$ cat src/rtl/jcs_pkg.sv
package jcs_pkg;

    typedef enum logic [1:0] {
        M_BYPASS = 2'd0,
        M_SINGLE = 2'd1,
        M_SHADOW = 2'd2,
        M_CONCAT = 2'd3
    } path_mode_e;

endpackage

$ cat src/rtl/jcs_mode_fsm.sv
module jcs_mode_fsm
    import jcs_pkg::*;
#(
    parameter int N_CHAINS = 32,
    parameter int N_SHADOW = 16,
    parameter int SEL_W    = 6,
    parameter int IDX_W    = 5
) (
    input  logic             tck,
    input  logic             trst_n,
    input  logic             update_ir,
    input  logic [SEL_W-1:0] sel_code,
    output path_mode_e       mode_q,
    output logic [IDX_W-1:0] idx_q
);

    localparam int SHD_BASE = N_CHAINS;
    localparam int CAT_CODE = N_CHAINS + N_SHADOW;

    path_mode_e       mode_d;
    logic [IDX_W-1:0] idx_d;
    logic [SEL_W-1:0] shd_off;

    assign shd_off = sel_code - SEL_W'(SHD_BASE);

    // Next-state decode: any state moves to the decoded class on update.
    always_comb begin
        mode_d = mode_q;
        idx_d  = idx_q;
        if (update_ir) begin
            if (int'(sel_code) < N_CHAINS) begin
                mode_d = M_SINGLE;
                idx_d  = sel_code[IDX_W-1:0];
            end else if (int'(sel_code) < CAT_CODE) begin
                mode_d = M_SHADOW;
                idx_d  = shd_off[IDX_W-1:0];
            end else if (int'(sel_code) == CAT_CODE) begin
                mode_d = M_CONCAT;
                idx_d  = '0;
            end else begin
                mode_d = M_BYPASS;
                idx_d  = '0;
            end
        end
    end

    // State register.
    always_ff @(posedge tck or negedge trst_n) begin
        if (!trst_n) begin
            mode_q <= M_BYPASS;
            idx_q  <= '0;
        end else begin
            mode_q <= mode_d;
            idx_q  <= idx_d;
        end
    end

    // path frozen unless an update occurs
    p_hold_path_r2: assert property (@(posedge tck) disable iff (!trst_n)
        !update_ir |=> ($stable(mode_q) && $stable(idx_q)));

    // the concatenation code reaches the concatenated state
    p_cat_decode_r5: assert property (@(posedge tck) disable iff (!trst_n)
        (update_ir && int'(sel_code) == CAT_CODE) |=> (mode_q == M_CONCAT));

endmodule

$ cat src/rtl/jcs_route.sv
module jcs_route
    import jcs_pkg::*;
#(
    parameter int N_CHAINS = 32,
    parameter int N_SHADOW = 16,
    parameter int IDX_W    = 5
) (
    input  logic                tck,
    input  logic                trst_n,
    input  path_mode_e          mode_q,
    input  logic [IDX_W-1:0]    idx_q,
    input  logic                capture_dr,
    input  logic                shift_dr,
    input  logic                tdi,
    input  logic [N_CHAINS-1:0] chain_so,
    input  logic [N_SHADOW-1:0] shadow_so,
    output logic [N_CHAINS-1:0] chain_si,
    output logic [N_CHAINS-1:0] chain_se,
    output logic [N_SHADOW-1:0] shadow_si,
    output logic [N_SHADOW-1:0] shadow_se,
    output logic [N_SHADOW-1:0] shadow_cap,
    output logic                path_out
);

    logic [N_CHAINS-1:0] cat_si;
    logic [N_CHAINS-1:0] one_chain;
    logic [N_SHADOW-1:0] one_shadow;
    logic                chain_pick;
    logic                shadow_pick;

    // Serial ripple through the manufacturing chains for concatenation.
    assign cat_si[0] = tdi;
    generate
        for (genvar g = 1; g < N_CHAINS; g++) begin : g_cat
            assign cat_si[g] = chain_so[g-1];
        end
    endgenerate

    // One-hot chain decode and scan-out selection.
    always_comb begin
        one_chain  = '0;
        chain_pick = 1'b0;
        for (int i = 0; i < N_CHAINS; i++) begin
            if (idx_q == IDX_W'(i)) begin
                one_chain[i] = 1'b1;
                chain_pick   = chain_so[i];
            end
        end
    end

    always_comb begin
        one_shadow  = '0;
        shadow_pick = 1'b0;
        for (int j = 0; j < N_SHADOW; j++) begin
            if (idx_q == IDX_W'(j)) begin
                one_shadow[j] = 1'b1;
                shadow_pick   = shadow_so[j];
            end
        end
    end

    // Output process keyed on the path state.
    always_comb begin
        chain_si   = '0;
        chain_se   = '0;
        shadow_si  = '0;
        shadow_se  = '0;
        shadow_cap = '0;
        path_out   = 1'b0;
        unique case (mode_q)
            M_SINGLE: begin
                chain_si = one_chain & {N_CHAINS{tdi}};
                chain_se = one_chain & {N_CHAINS{shift_dr}};
                path_out = chain_pick;
            end
            M_SHADOW: begin
                shadow_si  = one_shadow & {N_SHADOW{tdi}};
                shadow_se  = one_shadow & {N_SHADOW{shift_dr}};
                shadow_cap = one_shadow & {N_SHADOW{capture_dr}};
                path_out   = shadow_pick;
            end
            M_CONCAT: begin
                chain_si = cat_si;
                chain_se = {N_CHAINS{shift_dr}};
                path_out = chain_so[N_CHAINS-1];
            end
            M_BYPASS: begin
                path_out = 1'b0;
            end
        endcase
    end

    // at most one manufacturing chain moves in single mode
    p_single_onehot_r3: assert property (@(posedge tck) disable iff (!trst_n)
        (mode_q == M_SINGLE) |-> $onehot0(chain_se));

    // no chain moves outside the shift state
    p_idle_quiet_r4: assert property (@(posedge tck) disable iff (!trst_n)
        !shift_dr |-> (chain_se == '0 && shadow_se == '0));

    // snapshot strobe only in capture while a shadow chain is selected
    p_snap_gate_r6: assert property (@(posedge tck) disable iff (!trst_n)
        (shadow_cap != '0) |-> (capture_dr && mode_q == M_SHADOW && $countones(shadow_cap) == 1));

    // shadow access leaves manufacturing chains untouched
    p_shadow_quiet_r7: assert property (@(posedge tck) disable iff (!trst_n)
        (mode_q == M_SHADOW) |-> (chain_se == '0));

endmodule

$ cat src/rtl/jcs_tdo_stage.sv
module jcs_tdo_stage
    import jcs_pkg::*;
(
    input  logic       tck,
    input  logic       trst_n,
    input  logic       capture_dr,
    input  logic       shift_dr,
    input  logic       tdi,
    input  path_mode_e mode_q,
    input  logic       path_out,
    output logic       tdo
);

    logic byp_q;

    // One-bit bypass register.
    always_ff @(posedge tck or negedge trst_n) begin
        if (!trst_n) begin
            byp_q <= 1'b0;
        end else if (capture_dr) begin
            byp_q <= 1'b0;
        end else if (shift_dr) begin
            byp_q <= tdi;
        end
    end

    // Falling-edge output register.
    always_ff @(negedge tck or negedge trst_n) begin
        if (!trst_n) begin
            tdo <= 1'b0;
        end else begin
            tdo <= (mode_q == M_BYPASS) ? byp_q : path_out;
        end
    end

    // capture clears the bypass bit
    p_byp_clear_r8: assert property (@(posedge tck) disable iff (!trst_n)
        capture_dr |=> !byp_q);

    // a shift without capture loads TDI
    p_byp_load_r8: assert property (@(posedge tck) disable iff (!trst_n)
        (shift_dr && !capture_dr) |=> (byp_q == $past(tdi)));

endmodule

$ cat src/rtl/jtag_chain_selector.sv
module jtag_chain_selector
    import jcs_pkg::*;
#(
    parameter int N_CHAINS = 32,
    parameter int N_SHADOW = 16,
    parameter int SEL_W    = $clog2(N_CHAINS + N_SHADOW + 2)
) (
    input  logic                tck,
    input  logic                trst_n,
    input  logic                capture_dr,
    input  logic                shift_dr,
    input  logic                update_ir,
    input  logic [SEL_W-1:0]    sel_code,
    input  logic                tdi,
    input  logic [N_CHAINS-1:0] chain_so,
    input  logic [N_SHADOW-1:0] shadow_so,
    output logic [N_CHAINS-1:0] chain_si,
    output logic [N_CHAINS-1:0] chain_se,
    output logic [N_SHADOW-1:0] shadow_si,
    output logic [N_SHADOW-1:0] shadow_se,
    output logic [N_SHADOW-1:0] shadow_cap,
    output logic                tdo
);

    localparam int MAX_N = (N_CHAINS > N_SHADOW) ? N_CHAINS : N_SHADOW;
    localparam int IDX_W = (MAX_N > 1) ? $clog2(MAX_N) : 1;

    path_mode_e       mode_q;
    logic [IDX_W-1:0] idx_q;
    logic             path_out;

    jcs_mode_fsm #(
        .N_CHAINS (N_CHAINS),
        .N_SHADOW (N_SHADOW),
        .SEL_W    (SEL_W),
        .IDX_W    (IDX_W)
    ) u_fsm (
        .tck       (tck),
        .trst_n    (trst_n),
        .update_ir (update_ir),
        .sel_code  (sel_code),
        .mode_q    (mode_q),
        .idx_q     (idx_q)
    );

    jcs_route #(
        .N_CHAINS (N_CHAINS),
        .N_SHADOW (N_SHADOW),
        .IDX_W    (IDX_W)
    ) u_route (
        .tck        (tck),
        .trst_n     (trst_n),
        .mode_q     (mode_q),
        .idx_q      (idx_q),
        .capture_dr (capture_dr),
        .shift_dr   (shift_dr),
        .tdi        (tdi),
        .chain_so   (chain_so),
        .shadow_so  (shadow_so),
        .chain_si   (chain_si),
        .chain_se   (chain_se),
        .shadow_si  (shadow_si),
        .shadow_se  (shadow_se),
        .shadow_cap (shadow_cap),
        .path_out   (path_out)
    );

    jcs_tdo_stage u_tdo (
        .tck        (tck),
        .trst_n     (trst_n),
        .capture_dr (capture_dr),
        .shift_dr   (shift_dr),
        .tdi        (tdi),
        .mode_q     (mode_q),
        .path_out   (path_out),
        .tdo        (tdo)
    );

endmodule

$ cat config.mk
export PLATFORM = sky130hd
export DESIGN_NAME = jtag_chain_selector
export DESIGN_NICKNAME = d
export VERILOG_FILES = /design/src/rtl/jcs_pkg.sv /design/src/rtl/jcs_mode_fsm.sv /design/src/rtl/jcs_route.sv /design/src/rtl/jcs_tdo_stage.sv /design/src/rtl/jtag_chain_selector.sv
export SDC_FILE = /design/constraint.sdc
export NUM_CORES = 1
export LEC_CHECK = 0
export ABC_CLOCK_PERIOD_IN_PS = 1800
export BUFFER_PORTS_ARGS = -buffer_cell sky130_fd_sc_hd__clkbuf_2
export CORE_ASPECT_RATIO = 1.75
export CORE_UTILIZATION = 30
export DETAILED_ROUTE_END_ITERATION = 6
export MAX_ROUTING_LAYER = met4
export PLACE_DENSITY = 0.78
export SLEW_MARGIN = 20
export SYNTH_ARGS = -nofsm -noshare
export SYNTH_HDL_FRONTEND = slang
export SYNTH_SLANG_ARGS = --single-unit
$ cat constraint.sdc
create_clock -name tck -period 1.8 [get_ports tck]
set_clock_uncertainty 0.05 [all_clocks]
set_input_delay 0.18 -clock tck [delete_from_list [all_inputs] [get_ports tck]]
set_output_delay 0.18 -clock tck [all_outputs]
set_load 0.1 [all_outputs]
==> out/results.tsv, run 1 <==
metric	value	unit
Top-Level Pins	173	
# port buffers	172	
count leader, synth	nor2_1	
std cell rows	39	
share of the synthesized area in the top cell type	14.3	%
leading area contributor after synthesis	nor2_1	
Post-Syn Area	2030	µm²
run status	did not finish	
Cells after Synth	346	
synth top area cells	nor2_1 14%, nand2_1 11%, a21oi_1 10%	
Err	[ERROR DPL-0038] Utilization greater than 100%, impossible to legalize	
Post-synth top cells	77 x nor2_1, 59 x nand2_1, 41 x a21oi_1	
Die Width	64.1	µm
die height	111	µm
clock root buffer	clkbuf_16	
CTS buffer count	3	
number of flops mapped to enable cells by yosys	0	
hold buffer count at CTS	1	
register area share after synthesis	11.1	%
placer's final routability congestion estimate	1.01	
stage reached	clock tree synthesis (4_1_cts)	
synthesized area per cell	5.86	µm²
dominant synthesized flop cell	dfrtp_1	
Initial Util	31.0	%
hpwl dp	14200	µm
Clock Sinks	9	
placed insts	665	
Yosys Warn Count	0	
syn_nets	406	
maximum root-to-sink buffer count	2	
Synth async-reset ratio	100	%
Seq cells post-synth	9	
Post-CTS Resized	198	
Synth cell types	58	
postcts setup bufs	29	
H-tree depth	1	
## stage by stage
| step | instance area, µm² | setup TNS (ns) | worst slack, ns |
|---|---|---|---|
| 3_3_place_gp | 6170 | -7.57 | -0.906 |
| 3_5_place_dp | 6170 | -18.16 | -1.11 |
| 2_1_floorplan | 2940 | -24.95 | -0.847 |
## cell families after synthesis
logic type             Yosys count  share of synthesized area (%)
AOI/OAI and AO/OA              113                           34.8
buffers and inverters           39                           9.57
DFF                              9                           11.1
muxes                            9                           5.12
and+or+nand+nor                176                           39.4
==> run 2, diff against run 1 <==
--- a/config.mk
+++ b/config.mk
@@ -5,13 +5,11 @@
 export SDC_FILE = /design/constraint.sdc
 export NUM_CORES = 1
 export LEC_CHECK = 0
-export ABC_CLOCK_PERIOD_IN_PS = 1800
+export ABC_CLOCK_PERIOD_IN_PS = 2350
 export BUFFER_PORTS_ARGS = -buffer_cell sky130_fd_sc_hd__clkbuf_2
-export CORE_ASPECT_RATIO = 1.75
-export CORE_UTILIZATION = 30
+export CORE_UTILIZATION = 20
 export DETAILED_ROUTE_END_ITERATION = 6
-export MAX_ROUTING_LAYER = met4
-export PLACE_DENSITY = 0.78
+export PLACE_DENSITY_LB_ADDON = 0.15
 export SLEW_MARGIN = 20
 export SYNTH_ARGS = -nofsm -noshare
 export SYNTH_HDL_FRONTEND = slang
==> constraint.sdc (replaced) <==
create_clock -name tck -period 2.35 [get_ports tck]
set_clock_uncertainty 0.05 [all_clocks]
set_input_delay 0.235 -clock tck [delete_from_list [all_inputs] [get_ports tck]]
set_output_delay 0.235 -clock tck [all_outputs]
set_load 0.1 [all_outputs]
==> out/results.tsv, run 2 <==
metric	value	unit	change
die height	103	µm	-7.3%
post-route setup slack	-0.603	ns	
wire length per cell	17.2	µm	
commonest non-fill, non-tap cell in the layout	buf_12		
count leader, synth	nor2_1		
CTS buffer count	3		unchanged
clock share of power	9.2	%	
Yosys Warn Count	0		unchanged
All-Layer GR Usage	21.8	%	
worst slack at placement	-0.706	ns	+0.405 ns
Crit-path slowest cell	dfrtp_2		
Top-Level Pins	173		unchanged
met3 routed WL	530	µm	
Top Registers	u_fsm.idx_q (5), u_fsm.mode_q (2)		
Synth async-reset ratio	100	%	unchanged
area of the die	10500	µm²	
DRC	0		
Seq pwr share	10.7	%	
Post-Syn Area	2030	µm²	unchanged
# diodes	0		
maximum root-to-sink buffer count	2		unchanged
std cell rows	36		-7.7%
worst skew pair latency	0.23	ns	
number of flops mapped to enable cells by yosys	0		unchanged
VDD IR-drop max	0.187	mV	
share of the synthesized area in the top cell type	14.3	%	unchanged
Max Slew Vio Count	0		
Post-synth top cells	77 x nor2_1, 59 x nand2_1, 41 x a21oi_1		
CTS tree	built		
Area Growth Syn to Fin	176	%	
Biggest register	u_fsm.idx_q		
Worst Path Class, Setup	reg2reg		
hold depth	2		
H-tree depth	1		unchanged
failing checks	setup timing		
Final ANT Viol Nets	0		
# port buffers	172		unchanged
Die Width	103	µm	+60%
DR WL met2	6480	µm	
clock root buffer	clkbuf_8		
Tot Pwr	1880	µW	
commonest cells after routing, fill and taps aside	114 x buf_12, 68 x buf_4, 60 x nor2_2		
dominant synthesized flop cell	dfrtp_1		
Clock Sinks	9		unchanged
DRT iter0 DRCs	98		
CP Cell Sequence	buf_4 -> nor2b_2 -> a31oi_1 -> nand4_1 -> o31ai_2 -> o221ai_2		
Hold Vio Cnt, Final	0		
critical path required time	1.20	ns	
leading area contributor after synthesis	nor2_1		
Logic pwr share	80.1	%	
Clock transition at path regs	0.04	ns	
Startpoint Class	register		
synthesized area per cell	5.86	µm²	unchanged
PwrDens	336	nW/µm²	
Worst Hold Margin	0.130	ns	
initial antenna violation count	0		
hpwl dp	10200	µm	-29%
slew of the pin with the lowest slew margin	0.418	ns	
gr ovfl total	0		
post-route insts no fill	697		
layout cells sized above 1	67.4	%	
Max Cap Violations	0		
switch share	55.3	%	
sw power	1040	µW	
core area	9820	µm²	
Initial Util	20.6	%	-10 points
RSZ-0062 raised after global routing	true		
Rel. slew slack	72.1	%	
Top Metal Used	met4		
synth top area cells	nor2_1 14%, nand2_1 11%, a21oi_1 10%		
vias in the first global route	3230		
P_int	841	µW	
CP Data Arrival Time	1.80	ns	
syn_nets	406		unchanged
max incr delay on CP	0.44	ns	
final setup fails	2		
critical path endpoint category	register		
Min-Delay Path Class	in2reg		
Initial DRT Pass Iterations	5		
LEAKAGE	0.00219	µW	
pin count of the biggest net entering global routing	33		
run status	finished with violations		
WL met1	4800	µm	
Seq cells post-synth	9		unchanged
cells on worst reg2reg path	6		
placed insts	689		+3.6%
max reg flops	5		
detailed-route via count	3345		
wire length of the first global-routing pass	17700	µm	
wirelength, routed	12000	µm	
vias per inst	4.80		
Cells after Synth	346		unchanged
placer's final routability congestion estimate	0.832		-18%
Synth cell types	58		unchanged
fin nets	625		
register area share after synthesis	11.1	%	unchanged
CP max FO	6		
[run 2: final cells by class]
class | count | area [µm²]
clock buffer | 4 | 45.0
fill | 901 | 4220
inverter | 7 | 26.3
multi-input combinational | 298 | 1990
sequential | 9 | 228
tap | 133 | 166
timing repair buffer | 246 | 3140
[run 2: worst paths after layout]
path / from / end / slack [ns]
max in group asynchronous: trst_n / u_tdo.tdo / 0.61
worst min-delay path: capture_dr / u_tdo.byp_q / 0.13
worst max-delay path: u_fsm.idx_q[0] / u_tdo.tdo / -0.60
worst max register to register: u_fsm.idx_q[0] / u_tdo.tdo / -0.60
worst min register to register: u_fsm.mode_q[0] / u_fsm.mode_q[0] / 0.57
min in group asynchronous: trst_n / u_fsm.mode_q[1] / 0.36
[run 2: critical path, delay by kind of cell, from the launching register on]
family	cells	cell delay [ns]
compound gates	3	0.64
flops	1	0.44
simple gates	2	0.34
buf+inv	1	0.16
[run 2: timing repair]
item                                   in CTS  in global routing
cloned                                      0                  0
pin swaps                                   3                  2
endpoints found under the hold margin       8                  0
setup buffers                               0                  3
setup endpoints to repair                   5                 27
hold buffers                                1                  0
resized for setup                          10                 10
[run 2: logic make-up after synthesis]
group	after synthesis	share of synthesized area, %
compound gates	113	34.8
mux	9	5.12
simple gates	176	39.4
buf+inv	39	9.57
flops	9	11.1
[run 2: per-stage QoR]
stage	setup TNS, ns	cell area (µm²)	util, %
5_1_grt	-0.920	5600	57.0
6_report	-0.606	5600	57.0
3_5_place_dp	-0.706	5450	55.5
3_3_place_gp	-0.642	5450	55.5
4_1_cts	-0.599	5550	56.5
2_1_floorplan	-5.95	2360	-
[run 2: power by group through the flow]
| stage | clock [µW] | combinational [µW] | sequential (µW) |
|---|---|---|---|
| 2_1_floorplan | 0 | 859 | 221 |
| 3_3_place_gp | 0 | 1460 | 201 |
| 3_5_place_dp | 0 | 1470 | 202 |
| 4_1_cts | 177 | 1490 | 201 |
| 5_1_grt | 185 | 1570 | 204 |
| 6_report | 174 | 1510 | 201 |
[run 2: layer usage]
metal | GRT usage [%] | vias to the layer above
li1 | - | 1656
met5 | 0 | -
met2 | 42.0 | 104
met3 | 2.17 | 11
met4 | 4.07 | 0
met1 | 26.1 | 1574
No activity file was read; power rests on OpenSTA's default activity.
